<file path="config.mk">
export PLATFORM = sky130hd
export DESIGN_NAME = audcap_resampler
export DESIGN_NICKNAME = d
export VERILOG_FILES = /design/src/rtl/audcap_pkg.sv /design/src/rtl/audcap_sync.sv /design/src/rtl/audcap_deser.sv /design/src/rtl/audcap_decim.sv /design/src/rtl/audcap_resampler.sv
export SDC_FILE = /design/constraint.sdc
export NUM_CORES = 1
export LEC_CHECK = 0
export BUFFER_PORTS_ARGS = -buffer_cell sky130_fd_sc_hd__buf_2
export CORE_MARGIN = 2
export CORE_UTILIZATION = 55
export DETAILED_ROUTE_END_ITERATION = 12
export MAX_ROUTING_LAYER = met4
export PLACE_DENSITY_LB_ADDON = 0.08
export REMOVE_ABC_BUFFERS = 1
export SLEW_MARGIN = 20
export SYNTH_ARGS = -nofsm -noshare
export SYNTH_HDL_FRONTEND = slang
export SYNTH_SLANG_ARGS = --single-unit
export TNS_END_PERCENT = 10
</file>
<file path="constraint.sdc">
create_clock -name clk -period 5.7 [get_ports clk]
set_clock_uncertainty 0.2 [all_clocks]
set_input_delay 0.855 -clock clk [delete_from_list [all_inputs] [get_ports clk]]
set_output_delay 0.855 -clock clk [all_outputs]
set_load 0.05 [all_outputs]
</file>
<file path="src/rtl/audcap_pkg.sv">
package audcap_pkg;
  parameter int AUD_OUT_W = 16;
  typedef logic signed [AUD_OUT_W-1:0] aud_sample_t;
  typedef struct packed {
    aud_sample_t left;
    aud_sample_t right;
  } aud_pair_t;
  localparam int CH_LEFT  = 0;
  localparam int CH_RIGHT = 1;
  localparam int CH_NUM   = 2;
endpackage

</file>
<file path="src/rtl/audcap_sync.sv">
module audcap_sync #(
  parameter int WIDTH  = 1,
  parameter int STAGES = 2
) (
  input  logic             clk,
  input  logic             rst,
  input  logic [WIDTH-1:0] d,
  output logic [WIDTH-1:0] q
);
  logic [WIDTH-1:0] chain [STAGES];

  always_ff @(posedge clk) begin
    if (rst) chain[0] <= '0;
    else     chain[0] <= d;
  end

  for (genvar s = 1; s < STAGES; s++) begin : g_stage
    always_ff @(posedge clk) begin
      if (rst) chain[s] <= '0;
      else     chain[s] <= chain[s-1];
    end
  end

  assign q = chain[STAGES-1];
endmodule

</file>
<file path="src/rtl/audcap_deser.sv">
module audcap_deser
  import audcap_pkg::*;
#(
  parameter int CAP_W = 15
) (
  input  logic             clk,
  input  logic             rst,
  input  logic             bclk_s,
  input  logic [CH_NUM-1:0] sel_s,
  input  logic             data_s,
  output logic [CAP_W-1:0] raw [CH_NUM],
  output logic             frame_evt
);
  logic             bclk_q;
  logic [CH_NUM-1:0] sel_q;
  logic [CAP_W-1:0] shreg;
  logic             bclk_rise;
  logic [CH_NUM-1:0] sel_fall;

  assign bclk_rise = bclk_s & ~bclk_q;
  assign sel_fall  = sel_q & ~sel_s;

  always_ff @(posedge clk) begin
    if (rst) begin
      bclk_q    <= 1'b0;
      sel_q     <= '0;
      shreg     <= '0;
      frame_evt <= 1'b0;
    end else begin
      bclk_q    <= bclk_s;
      sel_q     <= sel_s;
      frame_evt <= sel_fall[CH_LEFT];
      if (bclk_rise) shreg <= {data_s, shreg[CAP_W-1:1]};
    end
  end

  for (genvar c = 0; c < CH_NUM; c++) begin : g_chan
    always_ff @(posedge clk) begin
      if (rst)              raw[c] <= '0;
      else if (sel_fall[c]) raw[c] <= shreg;
    end
  end
endmodule

</file>
<file path="src/rtl/audcap_decim.sv">
module audcap_decim
  import audcap_pkg::*;
#(
  parameter int CAP_W    = 15,
  parameter int ATT_W    = 3,
  parameter int IN_RATE  = 55556,
  parameter int OUT_RATE = 32000,
  parameter int CNT_W    = 16,
  localparam int ACC_W   = $clog2(IN_RATE + OUT_RATE),
  localparam int PAD     = AUD_OUT_W - CAP_W
) (
  input  logic             clk,
  input  logic             rst,
  input  logic             frame_evt,
  input  logic [CAP_W-1:0] raw_l,
  input  logic [CAP_W-1:0] raw_r,
  input  logic [ATT_W-1:0] atten,
  output aud_pair_t        pair,
  output logic             valid,
  output logic [CNT_W-1:0] count,
  output logic [ACC_W-1:0] phase
);
  logic [ACC_W-1:0] sum;
  logic             emit;

  function automatic aud_sample_t recentre(input logic [CAP_W-1:0] w,
                                           input logic [ATT_W-1:0] sh);
    aud_sample_t c;
    c = {~w[CAP_W-1], w[CAP_W-2:0], {PAD{1'b0}}};
    return c >>> sh;
  endfunction

  assign sum  = phase + ACC_W'(OUT_RATE);
  assign emit = frame_evt && (sum >= ACC_W'(IN_RATE));

  always_ff @(posedge clk) begin
    if (rst) begin
      phase <= '0;
      pair  <= '0;
      valid <= 1'b0;
      count <= '0;
    end else begin
      valid <= emit;
      if (frame_evt) phase <= emit ? sum - ACC_W'(IN_RATE) : sum;
      if (emit) begin
        pair.left  <= recentre(raw_l, atten);
        pair.right <= recentre(raw_r, atten);
        count      <= count + 1'b1;
      end
    end
  end
endmodule

</file>
<file path="src/rtl/audcap_resampler.sv">
module audcap_resampler
  import audcap_pkg::*;
#(
  parameter int CAP_W       = 15,
  parameter int ATT_W       = 3,
  parameter int IN_RATE     = 55556,
  parameter int OUT_RATE    = 32000,
  parameter int CNT_W       = 16,
  parameter int SYNC_STAGES = 2,
  localparam int ACC_W      = $clog2(IN_RATE + OUT_RATE)
) (
  input  logic                        clk,
  input  logic                        rst,
  input  logic                        ser_bclk,
  input  logic                        ser_sel_left,
  input  logic                        ser_sel_right,
  input  logic                        ser_data,
  input  logic [ATT_W-1:0]            atten,
  output logic signed [AUD_OUT_W-1:0] smp_left,
  output logic signed [AUD_OUT_W-1:0] smp_right,
  output logic                        smp_valid,
  output logic [CNT_W-1:0]            smp_count
);
  logic [3:0]       sync_in, sync_out;
  logic [CAP_W-1:0] raw [CH_NUM];
  logic             frame_evt;
  aud_pair_t        pair;
  logic [ACC_W-1:0] phase;

  assign sync_in = {ser_data, ser_sel_right, ser_sel_left, ser_bclk};

  audcap_sync #(.WIDTH(4), .STAGES(SYNC_STAGES)) u_sync (
    .clk(clk), .rst(rst), .d(sync_in), .q(sync_out)
  );

  audcap_deser #(.CAP_W(CAP_W)) u_deser (
    .clk(clk), .rst(rst), .bclk_s(sync_out[0]), .sel_s(sync_out[2:1]),
    .data_s(sync_out[3]), .raw(raw), .frame_evt(frame_evt)
  );

  audcap_decim #(.CAP_W(CAP_W), .ATT_W(ATT_W), .IN_RATE(IN_RATE),
                 .OUT_RATE(OUT_RATE), .CNT_W(CNT_W)) u_decim (
    .clk(clk), .rst(rst), .frame_evt(frame_evt), .raw_l(raw[CH_LEFT]),
    .raw_r(raw[CH_RIGHT]), .atten(atten), .pair(pair), .valid(smp_valid),
    .count(smp_count), .phase(phase)
  );

  assign smp_left  = pair.left;
  assign smp_right = pair.right;
endmodule

</file>
==> impl_metrics.json <==
{
  "cts_buffers": 17,
  "cp-start-kind": "flip-flop",
  "timing_worst_setup_path_type": "flip-flop to flip-flop",
  "worstPathRequired_ns": 5.93,
  "grt_pass1_wl_um": 22320,
  "grt_pass1_vias": 4694,
  "synth.cell_area_um2": 5877,
  "avgViaCountPerCell": 5.625,
  "grtUsageTotal": 0.2512,
  "ys_top_cells_by_area": "dfxtp_1 41%, nand2_1 8.8%, a21oi_1 7.7%",
  "clkLatencyLatePin_ns": 0.53,
  "critPathSlowestCell": "ha_1",
  "max_freq_mhz": 263.7,
  "antenna_left": 0,
  "drt_pass1_iterations": 6,
  "powerDensity_nw_per_um2": 297.9,
  "synth_common_cells": "137 x nand2_1, 121 x dfxtp_1, 90 x a21oi_1",
  "die_w_um": 107.4,
  "hold_path_class": "flip-flop to flip-flop",
  "ios": 58,
  "synth_edf_count": 0,
  "setup-tns-final_ns": 0,
  "syn2layout_area_growth_pct": 14.61,
  "synthArstFlopShare": 0,
  "antenna_found_initial": 0,
  "min_period_ns": 3.793,
  "hold_start": "u_sync.chain[1][3]",
  "rows": 37,
  "holdWs_ns": 0.2362,
  "final_nets": 767,
  "netlist.area_leader.share": 0.4122,
  "crit_top_cell": "nor2_1",
  "finalCritPeriodShare": 0.6654,
  "synth_most_common_cell": "nand2_1",
  "port_buffers": 57,
  "endpoint_kind": "flip-flop",
  "n_antenna_cell": 0,
  "drt_iter0_drc": 271,
  "cts.sinks": 121,
  "die_h_um": 107.4,
  "cap_violations": 0,
  "slowest_delay_ns": 0.58,
  "ys_seq_area_frac": 0.4122,
  "synth_seq_cells": 121,
  "cts_tree": "yes",
  "reg2regPathDepth": 9,
  "place_area_um2": 6142,
  "vias": 5074,
  "gp_congestion": 0.8425,
  "core_um2": 10370,
  "r2r_slack_ns": 1.91,
  "synth.distinct_cells": 56,
  "grt_max_degree": 73,
  "start_util": 0.5667,
  "dpl.hpwl_um": 8912,
  "hold_buffers": 0,
  "ir_drop_mv": 0.2141,
  "status": "completed",
  "clock-root-buffer": "clkbuf_8",
  "synth_warnings": 0,
  "cts-resized-gates": 0,
  "die-area_um2": 11530,
  "hold_viol": 0,
  "crit_arrival_ns": 4.03,
  "max_slew_margin": 0.3260,
  "synth_top_area_cell": "dfxtp_1",
  "clkTransAtPathRegs_ns": 0.06,
  "path_max_fanout": 39,
  "crit_start": "u_decim.phase[8]",
  "cts_max_level": 4,
  "ys.flop_type": "dfxtp_1",
  "total_power_w": 0.002006,
  "path_cells": "ha_1 -> xnor2_1 -> a2bb2oi_1 -> o31ai_1 -> nor2_1 -> o22ai_4 -> buf_4 -> nor2_1 -> a311oi_1",
  "p_leak_nw": 2.560,
  "drive_gt1_frac": 0.1593,
  "r2r-start": "u_decim.phase[8]",
  "placed_cells": 870,
  "grt-ovfl-total": 0,
  "clockBufferDepth": 2,
  "synth_cells": 726,
  "drcViolationCount": 0,
  "cts_setup_buffers": 0,
  "tightest_slew_ns": 1.009,
  "nFillCells": 925,
  "syn-mean-instance-area_um2": 8.095,
  "wl_per_cell_um": 14.75,
  "setup_viol": 0,
  "final_cells": 902,
  "fin_area_um2": 6735,
  "wirelength_um": 13300,
  "min_path_cells": 2,
  "slew_violations": 0,
  "rsz0062_at_grt": "false"
}
[sequential cells by signal, indices dropped and copies added (netlist names), 2 cells and up]
| signal | count |
|---|---|
| u_decim.count | 16 |
| u_deser.shreg | 15 |
| u_decim.pair | 32 |
| u_deser.raw | 30 |
| u_decim.phase | 15 |
| u_sync.chain | 8 |
| u_deser.sel_q | 2 |
[routing by layer]
| layer | GRT usage | share of wire | vias to the layer above |
|---|---|---|---|
| met4 | 0.09158 | 0.014 | 0 |
| li1 | - | - | 2578 |
| met3 | 0.05811 | 0.046 | 18 |
| met2 | 0.3712 | 0.45 | 126 |
| met5 | - | 0 | - |
| met1 | 0.3376 | 0.49 | 2352 |
[final timing paths]
kind | end
worst max-delay path | u_decim.pair[29]
worst min-delay path | u_deser.shreg[14]
worst max register to register | u_decim.pair[29]
worst min register to register | u_deser.shreg[14]
[through the flow]
step | utilization | worst slack [ns]
finish | 0.6495 | 1.907
global route | 0.6495 | 1.636
CTS | 0.6488 | 1.854
detailed placement | 0.5923 | 1.884
global placement | 0.5923 | 2.059
floorplan | - | 2.126
[critical path, delay by kind of cell, from the launching register on]
| kind | cells | cell delay [ns] |
|---|---|---|
| fa+ha+maj | 1 | 0.58 |
| simple gates | 2 | 0.34 |
| flops | 1 | 0.51 |
| buf+inv | 1 | 0.46 |
| xor+xnor | 1 | 0.18 |
| compound gates | 4 | 1.41 |
[placed cells by master, fill, tap and decap left out, drive strengths merged, types with 6 or more instances in the layout]
master / Yosys / layout
a211oi: 18 / 18
a21oi: 90 / 90
buf: 23 / 60
clkbuf: 29 / 21
dfxtp: 121 / 121
inv: 8 / 9
mux2: 25 / 25
mux2i: 26 / 26
nand2: 137 / 137
nand2b: 6 / 6
nand3: 7 / 7
nor2: 80 / 80
nor2b: 21 / 21
nor3: 9 / 9
o211ai: 13 / 13
o21a: 8 / 8
o21ai: 23 / 23
or3: 6 / 6
xnor2: 13 / 13
xor2: 9 / 9
[power by group]
part / internal (W) / switching, W / total, W
Combinational: 0.0000269 / 0.0000572 / 0.0000841
Sequential: 0.000851 / 0.00000446 / 0.000855
Clock: 0.000677 / 0.000390 / 0.00107
[cell families after synthesis]
group | after synthesis | synth area share
fa+ha+maj | 5 | 0.01065
xor+xnor | 22 | 0.03407
mux | 51 | 0.09219
compound gates | 182 | 0.1961
buf+inv | 60 | 0.04300
simple gates | 285 | 0.2118
flops | 121 | 0.4122
[cell type report]
class | count | area (um^2) | share of cell area
Timing Repair Buffer | 60 | 310.3 | 0.04607
Tap cell | 136 | 170.2 | 0.02526
Inverter | 8 | 30.03 | 0.004458
Sequential cell | 121 | 2422 | 0.3597
Multi-Input combinational cell | 545 | 3217 | 0.4776
Clock buffer | 21 | 439.2 | 0.06521
Clock inverter | 11 | 146.4 | 0.02174
Power figures use the tool's default switching activity.
